--- src/rtl/irq_pkg.sv ---
package irq_pkg;
    localparam int NSRC  = 8;
    localparam int IDX_W = $clog2(NSRC);
    localparam int DW    = 8;
    localparam int AW    = 2;
    localparam int NPIN  = 2;
    localparam int NTMR  = 2;

    typedef enum logic [IDX_W-1:0] {
        SRC_PIN0 = 3'd0,
        SRC_PIN1 = 3'd1,
        SRC_TMR1 = 3'd2,
        SRC_TMR2 = 3'd3,
        SRC_STX  = 3'd4,
        SRC_SRX  = 3'd5,
        SRC_ADC  = 3'd6,
        SRC_BRK  = 3'd7
    } src_e;

    typedef enum logic [AW-1:0] {
        REG_REQ = 2'd0,
        REG_EN  = 2'd1,
        REG_POL = 2'd2,
        REG_CTL = 2'd3
    } reg_e;

    typedef struct packed {
        logic [NSRC-1:0] req;
        logic [NSRC-2:0] en;
        logic [NPIN-1:0] pol;
        logic            gdis;
    } ctl_state_t;
endpackage

--- src/rtl/irq_pin_edge.sv ---
module irq_pin_edge #(
    parameter int SYNC_STAGES = 2
) (
    input  logic clk,
    input  logic rst_n,
    input  logic pin,
    input  logic pol,
    output logic hit
);
    typedef struct packed {
        logic [SYNC_STAGES-1:0] sync;
        logic                   prev;
    } pin_state_t;

    pin_state_t st_d, st_q;
    logic       lvl;

    always_comb begin
        st_d      = st_q;
        st_d.sync = {st_q.sync[SYNC_STAGES-2:0], pin};
        st_d.prev = st_q.sync[SYNC_STAGES-1];
        lvl       = st_q.sync[SYNC_STAGES-1];
        hit       = pol ? (lvl & ~st_q.prev) : (~lvl & st_q.prev);
    end

    always_ff @(posedge clk or negedge rst_n) begin
        if (!rst_n) st_q <= '0;
        else        st_q <= st_d;
    end
endmodule

--- src/rtl/irq_tmr_gate.sv ---
module irq_tmr_gate (
    input  logic clk,
    input  logic rst_n,
    input  logic ovf,
    input  logic src,
    output logic hit
);
    typedef struct packed {
        logic armed;
        logic src_prev;
    } tmr_state_t;

    tmr_state_t st_d, st_q;
    logic       rise;

    always_comb begin
        st_d          = st_q;
        rise          = src & ~st_q.src_prev;
        hit           = st_q.armed & rise;
        st_d.src_prev = src;
        st_d.armed    = ovf | (st_q.armed & ~rise);
    end

    always_ff @(posedge clk or negedge rst_n) begin
        if (!rst_n) st_q <= '0;
        else        st_q <= st_d;
    end
endmodule

--- src/rtl/irq_prio.sv ---
module irq_prio #(
    parameter int N     = 8,
    parameter int IDX_W = $clog2(N)
) (
    input  logic [N-1:0]     elig,
    output logic             valid,
    output logic [IDX_W-1:0] idx
);
    always_comb begin
        valid = 1'b0;
        idx   = '0;
        for (int i = N - 1; i >= 0; i--) begin
            if (elig[i]) begin
                valid = 1'b1;
                idx   = IDX_W'(i);
            end
        end
    end
endmodule

--- src/rtl/irq_ctrl.sv ---
module irq_ctrl
    import irq_pkg::*;
#(
    parameter int SYNC_STAGES = 2
) (
    input  logic             clk,
    input  logic             rst_n,
    input  logic [NPIN-1:0]  cnt_pin_i,
    input  logic [NTMR-1:0]  tmr_ovf_i,
    input  logic [NTMR-1:0]  tmr_src_i,
    input  logic             ser_tx_evt_i,
    input  logic             ser_rx_evt_i,
    input  logic             adc_done_i,
    input  logic             brk_evt_i,
    input  logic [AW-1:0]    bus_addr_i,
    input  logic             bus_wr_i,
    input  logic [DW-1:0]    bus_wdata_i,
    output logic [DW-1:0]    bus_rdata_o,
    input  logic             ack_i,
    input  logic [IDX_W-1:0] ack_idx_i,
    output logic             irq_valid_o,
    output logic [IDX_W-1:0] irq_idx_o
);
    ctl_state_t      st_d, st_q;
    logic [NPIN-1:0] pin_hit;
    logic [NTMR-1:0] tmr_hit;
    logic [NSRC-1:0] set_v;
    logic [NSRC-1:0] clr_v;
    logic [NSRC-1:0] elig;

    logic [NSRC-1:0] req_q;
    logic [NSRC-2:0] en_q;
    logic            gdis_q;
    assign req_q  = st_q.req;
    assign en_q   = st_q.en;
    assign gdis_q = st_q.gdis;

    for (genvar p = 0; p < NPIN; p++) begin : g_pin
        irq_pin_edge #(.SYNC_STAGES(SYNC_STAGES)) u_edge (
            .clk  (clk),
            .rst_n(rst_n),
            .pin  (cnt_pin_i[p]),
            .pol  (st_q.pol[p]),
            .hit  (pin_hit[p])
        );
    end

    for (genvar t = 0; t < NTMR; t++) begin : g_tmr
        irq_tmr_gate u_gate (
            .clk  (clk),
            .rst_n(rst_n),
            .ovf  (tmr_ovf_i[t]),
            .src  (tmr_src_i[t]),
            .hit  (tmr_hit[t])
        );
    end

    always_comb begin
        st_d  = st_q;
        set_v = {brk_evt_i, adc_done_i, ser_rx_evt_i, ser_tx_evt_i, tmr_hit, pin_hit};
        clr_v = '0;
        if (ack_i) clr_v[ack_idx_i] = 1'b1;
        if (bus_wr_i) begin
            case (bus_addr_i)
                REG_REQ: clr_v = clr_v | ~bus_wdata_i;
                REG_EN:  st_d.en   = bus_wdata_i[NSRC-2:0];
                REG_POL: st_d.pol  = bus_wdata_i[NPIN-1:0];
                default: st_d.gdis = bus_wdata_i[0];
            endcase
        end
        st_d.req = (st_q.req & ~clr_v) | set_v;
        elig     = st_q.req & {1'b1, st_q.en & {(NSRC-1){~st_q.gdis}}};
        case (bus_addr_i)
            REG_REQ: bus_rdata_o = st_q.req;
            REG_EN:  bus_rdata_o = DW'(st_q.en);
            REG_POL: bus_rdata_o = DW'(st_q.pol);
            default: bus_rdata_o = DW'(st_q.gdis);
        endcase
    end

    always_ff @(posedge clk or negedge rst_n) begin
        if (!rst_n) begin
            st_q      <= '0;
            st_q.gdis <= 1'b1;
        end else begin
            st_q <= st_d;
        end
    end

    irq_prio #(.N(NSRC), .IDX_W(IDX_W)) u_prio (
        .elig (elig),
        .valid(irq_valid_o),
        .idx  (irq_idx_o)
    );
endmodule

--- config.mk ---
export PLATFORM = sky130hd
export DESIGN_NAME = irq_ctrl
export DESIGN_NICKNAME = d
export VERILOG_FILES = /design/src/rtl/irq_pkg.sv /design/src/rtl/irq_pin_edge.sv /design/src/rtl/irq_tmr_gate.sv /design/src/rtl/irq_prio.sv /design/src/rtl/irq_ctrl.sv
export SDC_FILE = /design/constraint.sdc
export NUM_CORES = 1
export LEC_CHECK = 0
export BUFFER_PORTS_ARGS = -buffer_cell sky130_fd_sc_hd__buf_2
export CAP_MARGIN = 10
export CORE_UTILIZATION = 35
export DETAILED_ROUTE_END_ITERATION = 10
export PLACE_DENSITY = 0.67
export SLEW_MARGIN = 10
export SYNTH_ARGS = -nofsm -noshare
export SYNTH_HDL_FRONTEND = slang
export SYNTH_HIERARCHICAL = 1
export SYNTH_SLANG_ARGS = --single-unit
--- constraint.sdc ---
create_clock -name clk -period 1.7 [get_ports clk]
set_clock_uncertainty 0.15 [all_clocks]
set_input_delay 0.34 -clock clk [delete_from_list [all_inputs] [get_ports clk]]
set_output_delay 0.34 -clock clk [all_outputs]
set_load 0.05 [all_outputs]
Word level (Yosys, flattened, before mapping) --
Index checks and enable logic that the tools add are counted.
Cells by class: magnitude comparators 2, bitwise gates (word level) 29, reductions and logical operators 6, equal/unequal tests 2, muxes and demuxes 24
Operators by type and width (count):
- 2-to-1 mux 3 bit | 8
- 2-to-1 mux 8 bit | 3
- case mux 8 bit (3 select lines) | 1
- bitwise AND 8 bit | 2
- inverter 8 bit | 2
- OR 8 bit | 2
- 2-to-1 mux 1 bit | 11
- bitwise AND 1 bit | 10
- inverter 1 bit | 10
- bitwise AND 7 bit | 1
- AND reduction 2 bit | 3
- less-than comparator 3 x 4 -> 1 bit (second input constant) | 1
- demux 1 bit (select 3 bit) | 1
- >= comparator 3 x 1 -> 1 bit (second input constant) | 1
- OR reduction 3 bit | 1
- == test 2 x 1 -> 1 bit (second input constant) | 1
- == test 2 bit (second input constant) | 1
- logical NOT 2 bit | 1
- OR 1 bit | 2
- logical AND 1 bit | 1
Storage, ports and cells: flip-flop bits (word level) 28, word-level logic and storage cells 75, output and inout port bits 12

Depth between registers and ports, before layout --
Gate-level depths: netlist (run 1).
depth in word-level cells 11, depth in mapped cells 5

Modules after synthesis --
The synthesis (run 1) kept the hierarchy.
Modules (own cells, without submodules):
- irq_ctrl | area an instance 1043.5 µm², instances 1, cells an instance 84
- irq_pin_edge | area an instance 97.6 µm², instances 2, cells an instance 6
- irq_tmr_gate | area an instance 78.8 µm², instances 2, cells an instance 6
- irq_prio | area an instance 80.1 µm², instances 1, cells an instance 13

Worst setup path after synthesis (run 1) --
No wires, ideal clock.
path kind register to output, start register st_q, in the netlist gdis_q, end output irq_idx_o[0], slack -1.239 ns, arrival time 2.449 ns, stages on the path, launching flop included 5, data required time 1.210 ns, path buffers 0, cell sequence dfstp_2 > and3b_1 > inv_1 > a21oi_1 > o41ai_1
Between the ends: longest elaborated chain between the ends 10
Ends and longest elaborated chain:
- from (decl) | line irq_ctrl.sv:24 | ctl_state_t st_d, st_q;
- from (signal assigned) | line irq_ctrl.sv:86 | st_q <= st_d;
- inverter 1 bit | line irq_ctrl.sv:72 | elig = st_q.req & {1'b1, st_q.en & {(NSRC-1){~st_q.gdis}}};
- bitwise AND 7 bit | line irq_ctrl.sv:72
- bitwise AND 8 bit | line irq_ctrl.sv:72
- net elig[6] | line irq_ctrl.sv:29 | logic [NSRC-1:0] elig;
- 2-to-1 mux 3 bit (7 in series) | line irq_prio.sv:13 | if (elig[i]) begin
- to (decl) | line irq_ctrl.sv:22 | output logic [IDX_W-1:0] irq_idx_o
The timed path passes the listed nets, and every way through them passes these cells.

Final worst setup path (run 1) --
start register st_q, in the netlist gdis_q, end output irq_valid_o
Between the ends: elaborated cells between the ends (all ways) 10, classes of those cells mux: 7; bitwise: 3
RTL lines:
- inverter 1 bit | line irq_ctrl.sv:72
- bitwise AND 7 bit | line irq_ctrl.sv:72
- bitwise AND 8 bit | line irq_ctrl.sv:72
- net elig[4] | line irq_ctrl.sv:29
- 2-to-1 mux 1 bit (5 in series) | line irq_prio.sv:13
- to (decl) | line irq_ctrl.sv:21 | output logic irq_valid_o,
The timed path passes the listed nets, and every way through them passes these cells.

==> out/results.txt, run 1 <==
Status = finished, violations left
Violations in the final reports = setup timing
Ratio of routed vias to standard cells = 5.253
Average cell area after synthesis = 12.20 um2
Leading register cell type out of synthesis = sky130_fd_sc_hd__dfrtp_1
Area Overhead vs Synth = 52.29%
FP Rows = 23
Total Die Area = 4482 um2
Critical Setup Path Class = reg -> out
Synthesized Nets = 148
Maximum number of pins on one net before global-route repair = 29
Number of global-route vias before repair = 1286
Final core area utilization = 55.81%
Cells after DPL = 227
Chip height = 66.95 um
TritonCTS clock tree = done
Global-route congestion overflow total = 0
Cell with the largest stage delay on the worst path = sky130_fd_sc_hd__dfstp_2
Fraction of final layout cells sized beyond drive strength 1 = 57.22%
Router iterations before antenna repair = 4
Buffer type at the clock tree root = sky130_fd_sc_hd__clkbuf_8
Peak Freq = 0.4485 GHz
HPWL after DPL = 2633 um
Instance count along the most critical hold path = 1
Total wirelength of the detailed-routed design = 3599 um
CP cell instances = and3b_2 > nor4_4 > buf_4 > nand2_4 > buf_8
Static leakage power = 1.000 nW
Hold Startpoint = tmr_src_i[1]
Initial antenna violation count = 0
Drc violations = 0
Post-route clock period utilization = 131.1%
Cts bufs inserted = 3
Power density over the cells = 1038 nW/um2
CP Buf/Inv Count = 2
Number of nets in the final layout = 215
Data required time of the worst path = 1.21 ns
Cell class contributing the biggest share of worst-path delay = flip-flops
Area of placed instances = 1948 um2
Post-route total power = 2.333 mW
Worst Path Max Fanout = 7
Register-to-register setup slack = 0.56 ns
Non-filler cells, final = 237
Clock period minus worst slack = 2.229 ns
Total routing resource utilization after global routing = 17.92%
Worst hold-check path type = in -> reg
Critical path startpoint category = register
Final-report setup violation count = 5
Number of cells traversed by the worst register-to-register path = 3
Arrival @ worst endpoint = 1.74 ns
Reg clk slew, reported paths = 0.09 ns
Maximum ir drop on the vdd rail = 0.5439 mV
I/O pin count = 39
Distinct cell type count of the synthesized netlist = 34
Hold EP = g_tmr[1].u_gate/st_q[0]$_DFF_PN0_
Commonest non-fill, non-tap cell in the layout = sky130_fd_sc_hd__dfrtp_1
Finished layout cell area = 2248 um2
Core box area = 4029 um2
Number of hold violations in the final report = 0
Ant. Diodes = 0
Violation count after the first detailed-route iteration = 15
Remaining number of nets flagged by the antenna check after routing = 0
Effective utilization at floorplan = 36.65%
Share of async-settable or async-resettable flops after synthesis = 100.0%
Total vias in the final route = 1245
Synthesized instance count = 121
Max Cap Viol = 0
Worst max-slew margin expressed relative to the limit = 56.91%
Gp weighted congestion = 0.7576
Routed wire per std cell = 15.19 um
Post-synthesis instance area = 1476 um2
FF-to-FF Start = req_q[7]$_DFF_PN0_
Sequential element share of the synthesized area = 47.54%
Max Root-Sink Buffers = 2
CP max stage delay = 0.59 ns
Synthesis warning total = 6
Worst Tran Pin Value = 0.6464 ns
Instance count on the critical path = 5
Buffers added on ports = 38
Global-route wire length before repair = 5954 um
Number of storage elements in the synthesis netlist = 28
Pins Over Slew Limit = 0
Total number of H-tree levels = 1
Final worst hold slack = 0.06121 ns
Worst Setup Slack, final = -0.5294 ns
Total clock sinks = 28
Die Width = 66.95 um
Later-pin clock latency in the skew report = 0.27 ns
Critical path endpoint category = output port
Unrepaired setup endpoints after global routing = true
Number of enable flip-flop cells after synthesis = 0
Reg-to-reg critical path endpoint = req_q[7]$_DFF_PN0_
Commonest cells after routing, fill and taps aside = sky130_fd_sc_hd__dfrtp_1, sky130_fd_sc_hd__buf_2, sky130_fd_sc_hd__buf_6
==> registers in the layout, indices dropped and copies added, names as in the netlist <==
signal	count
g_pin.u_edge/st_d	2
gdis_q	1
en_q	7
g_pin.u_edge/lvl	2
g_pin.u_edge/st_q	2
req_q	8
g_tmr.u_gate/st_q	4
st_q	2
==> per-layer routing <==
metal  GRT usage (%)  vias up  routed length, um
met5               0        -                  0
met4           6.117        0                 46
met3           1.712        4                100
met2           31.06       32               1874
met1           23.04      613               1577
li1                -      596                  -
==> where the power goes <==
| part | internal, mW | switching, mW | total (mW) | leakage [nW] |
|---|---|---|---|---|
| registers | 0.751 | 0.0633 | 0.814 | 0.310 |
| logic | 0.484 | 0.510 | 0.994 | 0.654 |
| clock network | 0.315 | 0.210 | 0.526 | 0.0357 |
==> cell type report <==
type | count | area [um2]
tap | 50 | 62.56
multi-input combinational | 85 | 865.8
timing repair buffer | 67 | 534.3
sequential | 28 | 703.2
fill | 350 | 1780
clock inverter | 1 | 30.03
clock buffer | 3 | 41.29
inverter | 3 | 11.26
==> logic make-up (layout without fill, tap and decap cells) <==
kind of cell / count (synthesis) / after routing / synth area share, %
AO/OA/AOI/OAI: 18 / 18 / 9.577
AND/OR/NAND/NOR: 50 / 50 / 26.19
flip-flops: 28 / 28 / 47.54
buffers and inverters: 8 / 74 / 3.475
multiplexers: 17 / 17 / 13.22
==> Yosys cell counts (all sizes together), types with 2 or more instances <==
master / count / share of area, %
dfrtp: 27 / 46
nor2: 11 / 2.8
mux2: 10 / 7.6
or4b: 9 / 6.1
a31o: 8 / 4.7
mux2i: 6 / 4.1
and3b: 5 / 3.0
buf: 5 / 2.7
nand3b: 5 / 3.4
nand2b: 4 / 2.7
o21ai: 4 / 1.9
inv: 3 / 0.76
nand2: 3 / 0.76
nand4b: 3 / 1.8
or4bb: 3 / 2.3
a21o: 2 / 1.0
nor2b: 2 / 0.85
nor4: 2 / 1.3
==> worst max path at each step <==
| stage | startpoint | end | slack [ns] |
|---|---|---|---|
| floorplan | gdis_q$_DFFE_PN1P_ | irq_idx_o[0] | -0.31 |
| global placement | gdis_q$_DFFE_PN1P_ | irq_idx_o[2] | -0.29 |
| detailed placement | gdis_q$_DFFE_PN1P_ | irq_idx_o[2] | -0.32 |
| CTS | gdis_q$_DFFE_PN1P_ | irq_valid_o | -0.51 |
| global route | gdis_q$_DFFE_PN1P_ | irq_valid_o | -0.64 |
| finish | gdis_q$_DFFE_PN1P_ | irq_valid_o | -0.53 |
==> per-stage QoR <==
step | setup TNS (ns) | setup WS (ns)
after global placement | -1.144 | -0.2933
after floorplan | -1.109 | -0.3104
after detailed placement | -1.422 | -0.3241
after CTS | -2.272 | -0.5102
after global routing | -2.897 | -0.6430
final | -2.317 | -0.5294
==> repair_timing <==
item,CTS,global route
resized for setup,32,19
setup buffers,2,5
setup endpoints to repair,12,12
hold endpoints to repair,27,2
hold buffers,1,2
pin swaps,1,6
(Power assumes the default switching activity.)
==> inputs of run 2 (changes only) <==
==> constraint.sdc (replaced) <==
create_clock -name clk -period 1.7 [get_ports clk]
set_clock_uncertainty 0.15 [all_clocks]
set_input_delay 0.51 -clock clk [delete_from_list [all_inputs] [get_ports clk]]
set_output_delay 0.51 -clock clk [all_outputs]
set_load 0.05 [all_outputs]
==> out/results.txt, run 2 (synthesized netlist as in run 1, its figures left out) <==
Data required time of the worst path = 1.04 ns (-0.17 ns)
Power density over the cells = 970.7 nW/um2 (-6.5%)
Worst Tran Pin Value = 0.6241 ns (-0.02226 ns)
Global-route wire length before repair = 5830 um (-2.1%)
Global-route congestion overflow total = 0 (unchanged)
Violations in the final reports = setup timing
Cts bufs inserted = 3 (unchanged)
Router iterations before antenna repair = 4 (unchanged)
Gp weighted congestion = 0.7720 (+1.9%)
Buffer type at the clock tree root = sky130_fd_sc_hd__clkbuf_8
Maximum ir drop on the vdd rail = 0.4219 mV (-22%)
HPWL after DPL = 2782 um (+5.7%)
Ant. Diodes = 0 (unchanged)
Buffers added on ports = 38 (unchanged)
Ratio of routed vias to standard cells = 5.241 (-0.24%)
Post-route clock period utilization = 143.2% (+12 points)
Unrepaired setup endpoints after global routing = true
Total clock sinks = 28 (unchanged)
Critical Setup Path Class = reg -> out
Max Cap Viol = 0 (unchanged)
Remaining number of nets flagged by the antenna check after routing = 0 (unchanged)
Total vias in the final route = 1242 (-0.24%)
Drc violations = 0 (unchanged)
Arrival @ worst endpoint = 1.77 ns (+0.03 ns)
Total Die Area = 4482 um2 (unchanged)
Static leakage power = 0.9991 nW (-0.12%)
Hold-fix buffer count after cts = 0 (-1)
Critical path endpoint category = output port
Status = finished, violations left
Critical path startpoint category = register
Effective utilization at floorplan = 36.65% (unchanged)
Worst max-slew margin expressed relative to the limit = 58.39% (+1.5 points)
Fraction of final layout cells sized beyond drive strength 1 = 58.29% (+1.1 points)
Max Root-Sink Buffers = 2 (unchanged)
Reg clk slew, reported paths = 0.09 ns (about the same)
Routed wire per std cell = 15.86 um (+4.4%)
Number of nets in the final layout = 215 (unchanged)
Commonest cells after routing, fill and taps aside = sky130_fd_sc_hd__dfrtp_1, sky130_fd_sc_hd__buf_2, sky130_fd_sc_hd__buf_6
Chip height = 66.95 um (unchanged)
Pins Over Slew Limit = 0 (unchanged)
Worst hold-check path type = in -> async
TritonCTS clock tree = done
Setup Slack @ Placement = -0.5144 ns (-0.1903 ns)
I/O pin count = 39 (unchanged)
Core box area = 4029 um2 (unchanged)
Maximum number of pins on one net before global-route repair = 29 (unchanged)
Total routing resource utilization after global routing = 17.51% (-0.41 points)
Initial antenna violation count = 0 (unchanged)
Worst Path Max Fanout = 4 (-3)
Flip-flop count of the largest register after layout = 8 (unchanged)
Clock period minus worst slack = 2.434 ns (+0.2045 ns)
Final-report setup violation count = 12 (+7)
Later-pin clock latency in the skew report = 0.27 ns (about the same)
Post-route total power = 2.251 mW (-3.5%)
Finished layout cell area = 2318 um2 (+3.1%)
Commonest non-fill, non-tap cell in the layout = sky130_fd_sc_hd__dfrtp_1
Number of global-route vias before repair = 1237 (-3.8%)
Area of placed instances = 1999 um2 (+2.6%)
Worst Setup Slack, final = -0.7340 ns (-0.2045 ns)
Total wirelength of the detailed-routed design = 3758 um (+4.4%)
FP Rows = 23 (unchanged)
Violation count after the first detailed-route iteration = 30 (+15)
Area Overhead vs Synth = 57.03%
Peak Freq = 0.4109 GHz (-8.4%)
Total number of H-tree levels = 1 (unchanged)
Die Width = 66.95 um (unchanged)
Number of hold violations in the final report = 0 (unchanged)
==> run 2: repair_timing <==
| action | CTS | global route |
|---|---|---|
| pin swaps | 2 | 2 |
| setup buffers | 6 | 4 |
| hold endpoints to repair | 0 | 0 |
| gates resized for setup | 53 | 10 |
| endpoints found under the setup margin | 12 | 12 |
==> run 2: final cells by class <==
cell class	count	area [um2]
Fill cell	340	1710
Multi-Input combinational cell	85	925.9
Clock buffer	4	45.04
Sequential cell	28	701.9
Tap cell	50	62.56
Timing Repair Buffer	67	571.8
Inverter	3	11.26
==> run 2: critical path, cell delays in order, from the launching register on <==
cell and delay [ns]:
sky130_fd_sc_hd__dfrtp_1 0.38, sky130_fd_sc_hd__nand2_1 0.09, sky130_fd_sc_hd__nor2_1 0.48, sky130_fd_sc_hd__o21bai_2 0.27, sky130_fd_sc_hd__o41ai_4 0.11, sky130_fd_sc_hd__buf_6 0.17
==> run 2: final timing paths <==
kind / start / endpoint / slack, ns / depth (start not counted)
min in group clk: cnt_pin_i[0] / g_pin[0].u_edge/st_d[2]$_DFF_PN0_ / 0.18 / 1
setup reg to reg: gdis_q$_DFFE_PN1P_ / gdis_q$_DFFE_PN1P_ / 0.54 / 3
hold / removal: rst_n / g_pin[0].u_edge/st_d[2]$_DFF_PN0_ / 0.09 / 1
max in group asynchronous: rst_n / req_q[7]$_DFF_PN0_ / 0.89 / 1
setup / recovery: en_q[0]$_DFFE_PN0P_ / irq_idx_o[0] / -0.73 / 5
hold reg to reg: g_pin[0].u_edge/st_d[2]$_DFF_PN0_ / g_pin[0].u_edge/lvl$_DFF_PN0_ / 0.21 / 0
==> run 2: power breakdown <==
part	switching, mW	internal, mW
Clock	0.196	0.168
Combinational	0.543	0.533
Sequential	0.0603	0.750
Total	0.800	1.45
==> run 2: stage by stage <==
stage	util, %	cells	hold slack (ns)	TNS, ns
global placement	49.63	229	0.1823	-6.155
CTS	56.27	235	0.1094	-4.232
finish	57.55	237	0.08960	-4.236
global route	57.55	237	0.1307	-4.920
floorplan	-	121	0.06441	-3.163
detailed placement	49.63	229	0.1912	-6.743
==> run 2: routing by layer <==
metal	wire (um)	part of all wire (%)	GRT usage, %	up-vias
met5	0	0	0	-
met4	16	0.43	5.319	0
met3	136	3.6	2.226	2
met2	2011	54	30.68	28
met1	1593	42	22.14	618
li1	-	-	-	594
